$ cat src/rtl/dispPkg.sv
package dispPkg;

  typedef enum logic [1:0] {
    EV_LOAD    = 2'd0,
    EV_FETCH   = 2'd1,
    EV_STORE   = 2'd2,
    EV_REPLACE = 2'd3
  } evKind_t;

  localparam logic [2:0] RQ_LD     = 3'd0;
  localparam logic [2:0] RQ_IFETCH = 3'd1;
  localparam logic [2:0] RQ_ST     = 3'd2;
  localparam logic [2:0] RQ_ATOMIC = 3'd3;

  localparam int CACHE_D = 0;
  localparam int CACHE_I = 1;

  // strobes from the control to one tag array
  typedef struct packed {
    logic touch;
    logic alloc;
    logic evict;
  } tagStrobe_t;

endpackage

$ cat src/rtl/dispTagArray.sv
module dispTagArray
  import dispPkg::*;
#(
  parameter int SETS   = 4,
  parameter int WAYS   = 2,
  parameter int ADDR_W = 8
) (
  input  logic              clk,
  input  logic              rstN,
  input  logic [ADDR_W-1:0] lookAddr,
  input  tagStrobe_t        strobe,
  input  logic [(WAYS>1 ? $clog2(WAYS) : 1)-1:0] updWay,
  output logic              hit,
  output logic [(WAYS>1 ? $clog2(WAYS) : 1)-1:0] hitWay,
  output logic              hasFree,
  output logic [(WAYS>1 ? $clog2(WAYS) : 1)-1:0] freeWay,
  output logic [(WAYS>1 ? $clog2(WAYS) : 1)-1:0] victimWay,
  output logic [ADDR_W-1:0] victimAddr
);

  localparam int SET_W = (SETS > 1) ? $clog2(SETS) : 1;
  localparam int WAY_W = (WAYS > 1) ? $clog2(WAYS) : 1;
  localparam int TAG_W = ADDR_W - SET_W;
  localparam logic [WAY_W-1:0] AGE_OLDEST = WAY_W'(WAYS - 1);

  logic [TAG_W-1:0] tags  [SETS][WAYS];
  logic [WAY_W-1:0] age   [SETS][WAYS];
  logic [WAYS-1:0]  valid [SETS];

  logic [SET_W-1:0] setIdx;
  logic [TAG_W-1:0] tagIn;

  assign setIdx = lookAddr[SET_W-1:0];
  assign tagIn  = lookAddr[ADDR_W-1:SET_W];

  always_comb begin
    hit       = 1'b0;
    hitWay    = '0;
    hasFree   = 1'b0;
    freeWay   = '0;
    victimWay = '0;
    for (int w = WAYS - 1; w >= 0; w--) begin
      if (!valid[setIdx][w]) begin
        hasFree = 1'b1;
        freeWay = WAY_W'(w);
      end
    end
    for (int w = 0; w < WAYS; w++) begin
      if (valid[setIdx][w] && tags[setIdx][w] == tagIn) begin
        hit    = 1'b1;
        hitWay = WAY_W'(w);
      end
      if (age[setIdx][w] == AGE_OLDEST) victimWay = WAY_W'(w);
    end
  end

  assign victimAddr = {tags[setIdx][victimWay], setIdx};

  always_ff @(posedge clk) begin
    if (!rstN) begin
      for (int s = 0; s < SETS; s++) begin
        valid[s] <= '0;
        for (int w = 0; w < WAYS; w++) begin
          tags[s][w] <= '0;
          age[s][w]  <= WAY_W'(w);
        end
      end
    end else begin
      if (strobe.alloc) begin
        tags[setIdx][updWay]  <= tagIn;
        valid[setIdx][updWay] <= 1'b1;
      end
      if (strobe.evict) valid[setIdx][updWay] <= 1'b0;
      if (strobe.touch || strobe.alloc) begin
        for (int w = 0; w < WAYS; w++) begin
          if (WAY_W'(w) == updWay)
            age[setIdx][w] <= '0;
          else if (age[setIdx][w] < age[setIdx][updWay])
            age[setIdx][w] <= age[setIdx][w] + 1'b1;
        end
      end
    end
  end

  // a fill only goes into a free way of a set that misses
  a_r3_alloc_free: assert property (@(posedge clk) disable iff (!rstN)
    strobe.alloc |-> (hasFree && !hit && freeWay == updWay));

  // an eviction targets a valid way and leaves it invalid
  a_r10_evict_valid: assert property (@(posedge clk) disable iff (!rstN)
    strobe.evict |-> valid[setIdx][updWay]);

  a_r10_evict_clears: assert property (@(posedge clk) disable iff (!rstN)
    strobe.evict |=> !valid[$past(setIdx)][$past(updWay)]);

endmodule

$ cat src/rtl/dispCtrl.sv
module dispCtrl
  import dispPkg::*;
#(
  parameter int SETS   = 4,
  parameter int WAYS   = 2,
  parameter int ADDR_W = 8
) (
  input  logic              clk,
  input  logic              rstN,
  input  logic              reqValid,
  input  logic [2:0]        reqType,
  input  logic [ADDR_W-1:0] reqAddr,
  input  logic              lineBusy,
  input  logic              evtReady,
  input  logic [1:0]        hit,
  input  logic [1:0][(WAYS>1 ? $clog2(WAYS) : 1)-1:0] hitWay,
  input  logic [1:0]        hasFree,
  input  logic [1:0][(WAYS>1 ? $clog2(WAYS) : 1)-1:0] freeWay,
  input  logic [1:0][(WAYS>1 ? $clog2(WAYS) : 1)-1:0] victimWay,
  input  logic [1:0][ADDR_W-1:0] victimAddr,
  output tagStrobe_t [1:0]  strobe,
  output logic [1:0][(WAYS>1 ? $clog2(WAYS) : 1)-1:0] updWay,
  output logic              reqReady,
  output logic              recycle,
  output logic              badType,
  output logic              evtValid,
  output evKind_t           evtKind,
  output logic              evtCache,
  output logic [ADDR_W-1:0] evtAddr
);

  localparam int SET_W = (SETS > 1) ? $clog2(SETS) : 1;

  evKind_t reqKind;
  logic    knownType;
  logic    home;
  logic    other;
  logic    fire;

  always_comb begin
    knownType = 1'b1;
    reqKind   = EV_LOAD;
    case (reqType)
      RQ_LD:             reqKind = EV_LOAD;
      RQ_IFETCH:         reqKind = EV_FETCH;
      RQ_ST, RQ_ATOMIC:  reqKind = EV_STORE;
      default:           knownType = 1'b0;
    endcase
  end

  assign home  = (reqType == RQ_IFETCH);
  assign other = ~home;
  assign fire  = evtValid && evtReady;

  always_comb begin
    evtValid = 1'b0;
    evtKind  = EV_LOAD;
    evtCache = home;
    evtAddr  = reqAddr;
    reqReady = 1'b0;
    recycle  = 1'b0;
    badType  = 1'b0;
    strobe   = '0;
    updWay   = '0;
    if (reqValid) begin
      if (!knownType) begin
        badType  = 1'b1;
        reqReady = 1'b1;
      end else if (lineBusy) begin
        recycle = 1'b1;
      end else begin
        evtValid = 1'b1;
        if (hit[other]) begin
          evtKind              = EV_REPLACE;
          evtCache             = other;
          updWay[other]        = hitWay[other];
          strobe[other].evict  = evtReady;
        end else if (hit[home]) begin
          evtKind             = reqKind;
          updWay[home]        = hitWay[home];
          strobe[home].touch  = evtReady;
          reqReady            = evtReady;
        end else if (hasFree[home]) begin
          evtKind             = reqKind;
          updWay[home]        = freeWay[home];
          strobe[home].alloc  = evtReady;
          reqReady            = evtReady;
        end else begin
          evtKind             = EV_REPLACE;
          evtAddr             = victimAddr[home];
          updWay[home]        = victimWay[home];
          strobe[home].evict  = evtReady;
        end
      end
    end
  end

  // the requested line is never found in both caches
  a_r6_exclusive: assert property (@(posedge clk) disable iff (!rstN)
    !(hit[0] && hit[1]));

  // consuming a known request needs an accepted event for its own address
  a_r8_consume_own: assert property (@(posedge clk) disable iff (!rstN)
    (reqReady && !badType) |-> (fire && evtAddr == reqAddr && evtKind != EV_REPLACE));

  // recycling raises no event and consumes nothing
  a_r7_recycle_quiet: assert property (@(posedge clk) disable iff (!rstN)
    recycle |-> (!evtValid && !reqReady && strobe == '0));

  // a victim replacement stays in the request's set, which must be full
  a_r4_victim_set: assert property (@(posedge clk) disable iff (!rstN)
    (evtValid && evtKind == EV_REPLACE && evtAddr != reqAddr) |->
      (evtAddr[SET_W-1:0] == reqAddr[SET_W-1:0] && !hasFree[evtCache]));

endmodule

$ cat src/rtl/splitReqDispatcher.sv
module splitReqDispatcher
  import dispPkg::*;
#(
  parameter int SETS   = 4,
  parameter int WAYS   = 2,
  parameter int ADDR_W = 8
) (
  input  logic              clk,
  input  logic              rstN,
  input  logic              reqValid,
  input  logic [2:0]        reqType,
  input  logic [ADDR_W-1:0] reqAddr,
  input  logic              lineBusy,
  output logic              reqReady,
  output logic              recycle,
  output logic              badType,
  output logic              evtValid,
  input  logic              evtReady,
  output logic [1:0]        evtKind,
  output logic              evtCache,
  output logic [ADDR_W-1:0] evtAddr
);

  localparam int WAY_W = (WAYS > 1) ? $clog2(WAYS) : 1;

  logic [1:0]                   hit;
  logic [1:0][WAY_W-1:0]        hitWay;
  logic [1:0]                   hasFree;
  logic [1:0][WAY_W-1:0]        freeWay;
  logic [1:0][WAY_W-1:0]        victimWay;
  logic [1:0][ADDR_W-1:0]       victimAddr;
  tagStrobe_t [1:0]             strobe;
  logic [1:0][WAY_W-1:0]        updWay;
  evKind_t                      kindOut;

  for (genvar c = 0; c < 2; c++) begin : g_cache
    dispTagArray #(
      .SETS   (SETS),
      .WAYS   (WAYS),
      .ADDR_W (ADDR_W)
    ) u_arr (
      .clk        (clk),
      .rstN       (rstN),
      .lookAddr   (reqAddr),
      .strobe     (strobe[c]),
      .updWay     (updWay[c]),
      .hit        (hit[c]),
      .hitWay     (hitWay[c]),
      .hasFree    (hasFree[c]),
      .freeWay    (freeWay[c]),
      .victimWay  (victimWay[c]),
      .victimAddr (victimAddr[c])
    );
  end

  dispCtrl #(
    .SETS   (SETS),
    .WAYS   (WAYS),
    .ADDR_W (ADDR_W)
  ) u_ctrl (
    .clk        (clk),
    .rstN       (rstN),
    .reqValid   (reqValid),
    .reqType    (reqType),
    .reqAddr    (reqAddr),
    .lineBusy   (lineBusy),
    .evtReady   (evtReady),
    .hit        (hit),
    .hitWay     (hitWay),
    .hasFree    (hasFree),
    .freeWay    (freeWay),
    .victimWay  (victimWay),
    .victimAddr (victimAddr),
    .strobe     (strobe),
    .updWay     (updWay),
    .reqReady   (reqReady),
    .recycle    (recycle),
    .badType    (badType),
    .evtValid   (evtValid),
    .evtKind    (kindOut),
    .evtCache   (evtCache),
    .evtAddr    (evtAddr)
  );

  assign evtKind = kindOut;

endmodule

$ cat config.mk
export PLATFORM = sky130hd
export DESIGN_NAME = splitReqDispatcher
export DESIGN_NICKNAME = d
export VERILOG_FILES = /design/src/rtl/dispPkg.sv /design/src/rtl/dispTagArray.sv /design/src/rtl/dispCtrl.sv /design/src/rtl/splitReqDispatcher.sv
export SDC_FILE = /design/constraint.sdc
export NUM_CORES = 1
export LEC_CHECK = 0
export BUFFER_PORTS_ARGS = -buffer_cell sky130_fd_sc_hd__buf_2
export CORE_ASPECT_RATIO = 0.75
export CORE_MARGIN = 8
export CORE_UTILIZATION = 50
export DETAILED_ROUTE_END_ITERATION = 6
export MAX_ROUTING_LAYER = met4
export PLACE_DENSITY = 0.67
export RECOVER_POWER = 50
export SLEW_MARGIN = 20
export SYNTH_ARGS = -nofsm -noshare
export SYNTH_HDL_FRONTEND = slang
export SYNTH_HIERARCHICAL = 1
export SYNTH_SLANG_ARGS = --single-unit
$ cat constraint.sdc
create_clock -name clk -period 5.7 [get_ports clk]
set_input_delay 1.14 -clock clk [delete_from_list [all_inputs] [get_ports clk]]
set_output_delay 1.14 -clock clk [all_outputs]
set_load 0.01 [all_outputs]
After elaboration in Yosys (flattened, before gate mapping)
Memories as Yosys holds them, arrays and structs flattened.
Cells that the tools add are included.
{"block": "op_classes", "n_reduce_logical": 21, "bitwise_logic": 21, "order_cmp": 18, "n_mux": 183, "addsub": 4, "eq_ne": 7}
{"operator": "two-way mux 1 bit", "count": 112}
{"operator": "two-way mux 6 bit", "count": 14}
{"operator": "two-way mux 12 bit", "count": 6}
{"operator": "two-way mux 8 bit", "count": 8}
{"operator": "two-way mux 2 bit", "count": 31}
{"operator": "bitwise AND 6 bit", "count": 4}
{"operator": "== test 6 bit", "count": 4}
{"operator": "OR reduction 12 bit", "count": 2}
{"operator": "demux 3 bit (select 1 bit)", "count": 4}
{"operator": "demux 6 bit (select 1 bit)", "count": 2}
{"operator": "logical AND 1 bit", "count": 10}
{"operator": "OR reduction 2 bit", "count": 5}
{"operator": "bitwise AND 2 bit", "count": 4}
{"operator": "greater-or-equal comparator 2 bit, second input constant", "count": 4}
{"operator": "less-than comparator 1 x 2 -> 1 bit, second input constant", "count": 4}
{"operator": "inverter 1 -> 2 bit", "count": 4}
{"operator": "OR 1 bit", "count": 8}
{"operator": "== test 3 x 2 -> 1 bit, second input constant", "count": 2}
{"operator": "adder 1 bit, second input constant", "count": 4}
{"operator": "demux 1 bit (select 1 bit)", "count": 4}
{"operator": "greater-or-equal comparator 1 bit, second input constant", "count": 4}
{"operator": "less-than comparator 1 bit", "count": 4}
{"operator": "less-than comparator 2 x 1 -> 1 bit, second input constant", "count": 2}
{"operator": "one-hot mux 2 bit (2 select lines)", "count": 1}
{"operator": "other kinds (6)", "count": 7}
{"block": "totals", "regBits": 0, "elab_cells": 260, "out_inout_bits": 15, "mem_count": 6, "in_bits": 16, "ramBits": 128}
{"memory": "g_cache[0].u_arr.tags", "depth": 4, "width": 12, "rd": 1, "rd_ports_with_merged_regs": 0, "write_ports": 4, "line": "dispTagArray.sv:26", "rtl": "logic [TAG_W-1:0] tags [SETS][WAYS];"}
{"memory": "g_cache[1].u_arr.tags", "depth": 4, "width": 12, "rd": 1, "rd_ports_with_merged_regs": 0, "write_ports": 4, "line": "dispTagArray.sv:26"}
{"memory": "g_cache[0].u_arr.age", "depth": 4, "width": 2, "rd": 1, "rd_ports_with_merged_regs": 0, "write_ports": 4, "line": "dispTagArray.sv:27", "rtl": "logic [WAY_W-1:0] age [SETS][WAYS];"}
{"memory": "g_cache[0].u_arr.valid", "depth": 4, "width": 2, "rd": 1, "rd_ports_with_merged_regs": 0, "write_ports": 4, "line": "dispTagArray.sv:28", "rtl": "logic [WAYS-1:0] valid [SETS];"}
{"memory": "g_cache[1].u_arr.age", "depth": 4, "width": 2, "rd": 1, "rd_ports_with_merged_regs": 0, "write_ports": 4, "line": "dispTagArray.sv:27"}
{"memory": "g_cache[1].u_arr.valid", "depth": 4, "width": 2, "rd": 1, "rd_ports_with_merged_regs": 0, "write_ports": 4, "line": "dispTagArray.sv:28"}

Logic depth before layout (Yosys ltp)
{"block": "depth", "word_depth": 25, "ltp_mapped": 17, "mapped_depth_nobuf": 12}

By module
The synthesis kept the hierarchy.
{"mod": "dispTagArray (g_cache[1].u_arr)", "seq_area_each_um2": 1911.8, "cells_each": 264, "instances": 1, "area_per_inst_um2": 3463.3}
{"mod": "dispTagArray (g_cache[0].u_arr)", "seq_area_each_um2": 1911.8, "cells_each": 265, "instances": 1, "area_per_inst_um2": 3453.3}
{"mod": "dispCtrl", "seq_area_each_um2": 0.0, "cells_each": 66, "instances": 1, "area_per_inst_um2": 514.2}

Worst setup path after synthesis
No wires, ideal clock.
{"block": "synth_path", "kind": "input to register", "start": "input port reqAddr[1]", "end": "memory g_cache[0].u_arr/tags[3][10] (netlist bit) (enable)", "required_time_ns": 5.323, "setup_time_ns": 0.377, "t_arrival_ns": 4.529, "n_path_buf": 4, "stages": 13, "setup_slack_ns": 0.794, "path_cell_list": "clkbuf_1 -> buf_2 -> mux2_2 -> xor2_1 -> nand4b_1 -> o31ai_1 -> buf_6 -> or2_2 -> nor4_1 -> nand2_1 -> or2_2 -> clkbuf_1 -> o21ai_0"}
{"element": "start: declaration", "line": "splitReqDispatcher.sv:12", "rtl": "input logic [ADDR_W-1:0] reqAddr,"}
{"element": "end: declaration", "line": "dispTagArray.sv:26"}

Worst setup path after layout
{"block": "layout_path", "start": "input port reqAddr[0]", "end": "output port evtAddr[4]"}
{"block": "layout_via", "elab_cells_between_ends": 46, "classes_between": "4 x eq/ne; 30 x mux; 2 x bitwise; 4 x reduce/logical; 6 x memory"}
{"element": "memory (4 x 12 bit)"}
{"element": "== test 6 bit", "line": "dispTagArray.sv:49", "rtl": "if (valid[setIdx][w] && tags[setIdx][w] == tagIn) begin"}
{"element": "logical AND 1 bit", "line": "dispTagArray.sv:49"}
{"element": "two-way mux 1 bit", "line": "dispTagArray.sv:49"}
{"element": "two-way mux 1 bit *", "line": "dispTagArray.sv:49"}
{"element": "via hit[1]", "line": "splitReqDispatcher.sv:26", "rtl": "logic [1:0] hit;"}
{"element": "two-way mux 1 bit (not written as such) (2 in a row)", "line": "dispCtrl.sv:78", "rtl": "end else if (hit[home]) begin"}
{"element": "two-way mux 8 bit", "line": "dispCtrl.sv:78"}
{"element": "two-way mux 8 bit *", "line": "dispCtrl.sv:73", "rtl": "if (hit[other]) begin"}
{"element": "two-way mux 8 bit *", "line": "dispCtrl.sv:69", "rtl": "end else if (lineBusy) begin"}
{"element": "two-way mux 8 bit *", "line": "dispCtrl.sv:66", "rtl": "if (!knownType) begin"}
{"element": "two-way mux 8 bit *", "line": "dispCtrl.sv:65", "rtl": "if (reqValid) begin"}
{"element": "end: declaration", "line": "splitReqDispatcher.sv:21", "rtl": "output logic [ADDR_W-1:0] evtAddr"}
The timed path passes the listed nets; every way through them passes the cells marked *. The select of a mux whose other input is x is not followed.

==> metrics.md <==
| Metric | Value |
|---|---|
| CTS root buf | clkbuf_16 |
| Internal | about 1800 uW |
| Htree depth | 4 |
| Fin Setup TNS | 0 ns |
| Fmax | roughly 180 MHz |
| Element type at the critical path end | output pin |
| Clock latency at the later pin of the worst-skew pair | between 0.4 and 0.5 ns |
| DR pass1 iterations | 4 |
| RSZ-0062 raised after global routing | false |
| Clk network pwr share | 44.6% |
| FFs w/ async S/R, synth | 0% |
| Initial antenna violation count | 0 |
| Initial core utilization | between 50% and 60% |
| Row count | 38 |
| N_diodes | 0 |
| Cell Pwr Density | around 280 mW/mm2 |
| # Post-CTS Setup Buffers | 0 |
| Combinational group share of total power | under 10% |
| Crit-path leading delay family | multiplexers |
| Post-DP HPWL | between 10000 and 15000 um |
| CTS tree | built |
| Cell area after layout | around 0.0083 mm2 |
| Final setup viols | 0 |
| Clock skew | roughly 0.0047 ns |
| # clock sinks | 128 |
| Vias | around 4800 |
| Outcome | completed |
| Fin Hold WS | 0.534 ns |
| Port Buffers | 30 |
| Vias per cell | approximately 5.8 |
| Slew Viols, Final | 0 |
| Bufs on Longest Clock Path | 2 |
| Crit Path Category | input port to output pin |
| Routed WL per cell | about 20 um |
| Synthesis-to-layout area growth | 11.7% |
| Core area | roughly 0.015 mm2 |
| Die area | ~0.019 mm2 |
| Gr ovfl total | 0 |
| Critical Path Max Stage Delay | approximately 0.61 ns |
| Io pins | 31 |
| Seq pwr share | between 40% and 50% |
| GR Util All Layers | approximately a fifth |
| Drt drc | 0 |
| CTS resizes | 0 |
| Worst Path Buf+Inv | 3 |
| Drt total wl | between 15000 and 20000 um |
| Worst Slack Setup Final | between 0.2 and 0.3 ns |
| YS warnings | 6 |
| Period utilization | 94.8% |
| TritonCTS buffer count | 17 |
| Netlist cell types | 47 |
| Fin util | 57.2% |
| Slew @ Worst Pin | 0.810 ns |
| Sw Share | 21.7% |
| LEAKAGE | between 0.002 and 0.003 uW |
| Chip Height | around 120 um |
| CP Data Required Time | 4.56 ns |
| Placed Area | 0.00779 mm2 |
| Slowest cell on crit path | o2111a_1 |
| Worst-path maximum fanout | 31 |
| Final Hold Fails | 0 |
| Sw Pwr | roughly 510 uW |
| Top_reg_cell synth | edfxtp_1 |
| Routed Antenna Nets | 0 |
| Post-Synthesis Mean Instance Area | ~12 um2 |
| Cells after synthesis | just under 600 |
| CP cell instances | buf_4 -> buf_4 -> mux4_2 -> xor2_1 -> nor4_1 -> o21bai_1 -> nor2_1 -> o2111a_1 -> mux2_2 -> buf_2 |
| Nets | 640 |
| Hold Path Class | flop to flop |
| Worst-path clk slew | around 0.05 ns |
| Critical Path Most Common Cell | buf_4 |
| Post-synthesis sequential area ratio | 51.5% |
| VDD IR-drop max | about 0.2 mV |
| Placer Congestion | roughly 0.89 |
| CTS Hold Bufs | 0 |
| Post-synth EDFFs | 126 |
| Detailed router's first-iteration violation count | approximately 420 |
| Final Critical Period | 5.41 ns |
| Post-Synthesis Cell Area | around 0.0074 mm2 |
| Worst Setup Start Kind | input port |
| First-pass GRT wire length | ~27000 um |
| Mapped Nets | 611 |
| Slew headroom | between 40% and 50% |
| Flops & latches, synth | between 100 and 150 |
| Share of cells above drive strength 1 | between 20% and 30% |
| Vias in the first global route | approximately 4900 |
| Max cap viols | 0 |
| Largest net degree at the start of global routing | 59 |
| Die W | roughly 160 um |
| Worst Path Arrival | 4.27 ns |
| Setup WS pre-CTS | around 0.35 ns |
-- flip-flops by register name, summed over array words and instances, names as in the netlist --
name / flops
g_cache.u_arr/tags: 96
g_cache.u_arr/age: 16
g_cache.u_arr/valid: 16
-- worst register-to-register path: stages (launching register included) --
cell and delay (ns):
edfxtp_1 0.37, mux4_1 0.58, xnor2_1 0.15, nand4_1 0.10, nand4b_1 0.15, o31ai_1 0.12
buf_4 0.19, or2_2 0.31, nor4_1 0.27, clkbuf_1 0.32, nand3_1 0.29, o21ai_0 0.26
clkbuf_1 0.41
-- power by group through the flow --
stage               clock network, uW  registers, uW  logic, uW
finish                           1050           1080        224
global route                     1100           1080        243
CTS                              1060           1080        227
detailed placement                  0           1090        226
global placement                    0           1090        222
floorplan                           0           1090        165
-- per-stage QoR --
step / cells / power (uW)
2_1_floorplan: 595 / 1250
3_3_place_gp: 805 / 1320
3_5_place_dp: 805 / 1320
4_1_cts: 836 / 2370
5_1_grt: 836 / 2420
6_report: 836 / 2350
-- cells in the mapped netlist, types with 3 or more instances --
library cell	n	share of area, %
mux2_2	36	5.5
nand2b_1	13	1.1
or3_1	3	0.25
buf_2	7	0.47
clkbuf_1	22	1.1
xnor2_1	16	1.9
nand3_1	8	0.54
buf_6	8	1.2
mux4_2	32	9.7
or2_2	5	0.42
mux4_1	6	2.1
nand2_1	25	1.3
and2_1	98	8.3
o21ai_0	55	3.7
buf_1	9	0.45
o21bai_1	5	0.51
xor2_1	8	0.94
mux2i_1	13	1.8
nand4_1	4	0.34
nor2b_1	10	0.84
edfxtp_1	126	51
a21oi_1	8	0.54
nor2_1	41	2.1
buf_4	6	0.61
inv_1	4	0.20
-- cell usage in the layout (no fill, tap or decap), types with 4 or more instances in the layout --
master / netlist / routed
nand2b_1: 13 / 13
buf_2: 7 / 27
edfxtp_1: 126 / 126
xor2_1: 8 / 8
and2_1: 98 / 82
mux2_2: 36 / 36
nor2_1: 41 / 41
or2_2: 5 / 4
clkbuf_1: 22 / 17
nand4_1: 4 / 4
clkbuf_16: 0 / 17
a21oi_1: 8 / 8
o21ai_0: 55 / 56
xnor2_1: 16 / 16
mux4_2: 32 / 32
o21bai_1: 5 / 5
clkinv_2: 1 / 4
mux2i_1: 13 / 13
nor2b_1: 10 / 10
inv_1: 4 / 4
and2_0: 0 / 16
nand3_1: 8 / 8
mux4_1: 6 / 6
nand2_1: 25 / 25
buf_4: 6 / 23
-- cell families after synthesis --
kind of cell,Yosys count,share of synthesized area [%]
and+or+nand+nor,219,16.5
DFF,128,51.5
muxes,87,19.0
AOI/OAI and AO/OA,80,6.08
buffers and inverters,57,4.13
xor gates and xnor gates,24,2.83
-- final cells by class --
type | instances | area (um2)
fillers | 1225 | 6200
clock inverters | 9 | 116
clock buffers | 22 | 444
repair buffers | 62 | 353
flip-flops and latches | 128 | 3820
well taps | 200 | 250
multi-input cells | 410 | 3290
inverters | 5 | 20.0
-- per-layer routing --
metal | track usage, % | vias up | share of wire [%]
met1 | 27.9 | 2407 | 49
met3 | 4.21 | 17 | 6.5
met2 | 26.8 | 153 | 43
met4 | 6.23 | 0 | 1.3
li1 | - | 2240 | -
met5 | - | - | 0
-- path summary, 6_finish.rpt --
kind / from / endpoint / slack, ns / cells past startpoint
hold / removal: g_cache[1].u_arr/age[2][1] / g_cache[1].u_arr/age[2][1] / 0.53 / 1
hold reg to reg: g_cache[1].u_arr/age[2][1] / g_cache[1].u_arr/age[2][1] / 0.53 / 1
setup reg to reg: g_cache[0].u_arr/tags[1][3] / g_cache[0].u_arr/tags[1][4] / 1.81 / 12
setup / recovery: reqAddr[0] / evtAddr[4] / 0.29 / 10
Power figures use the tool's default switching activity.
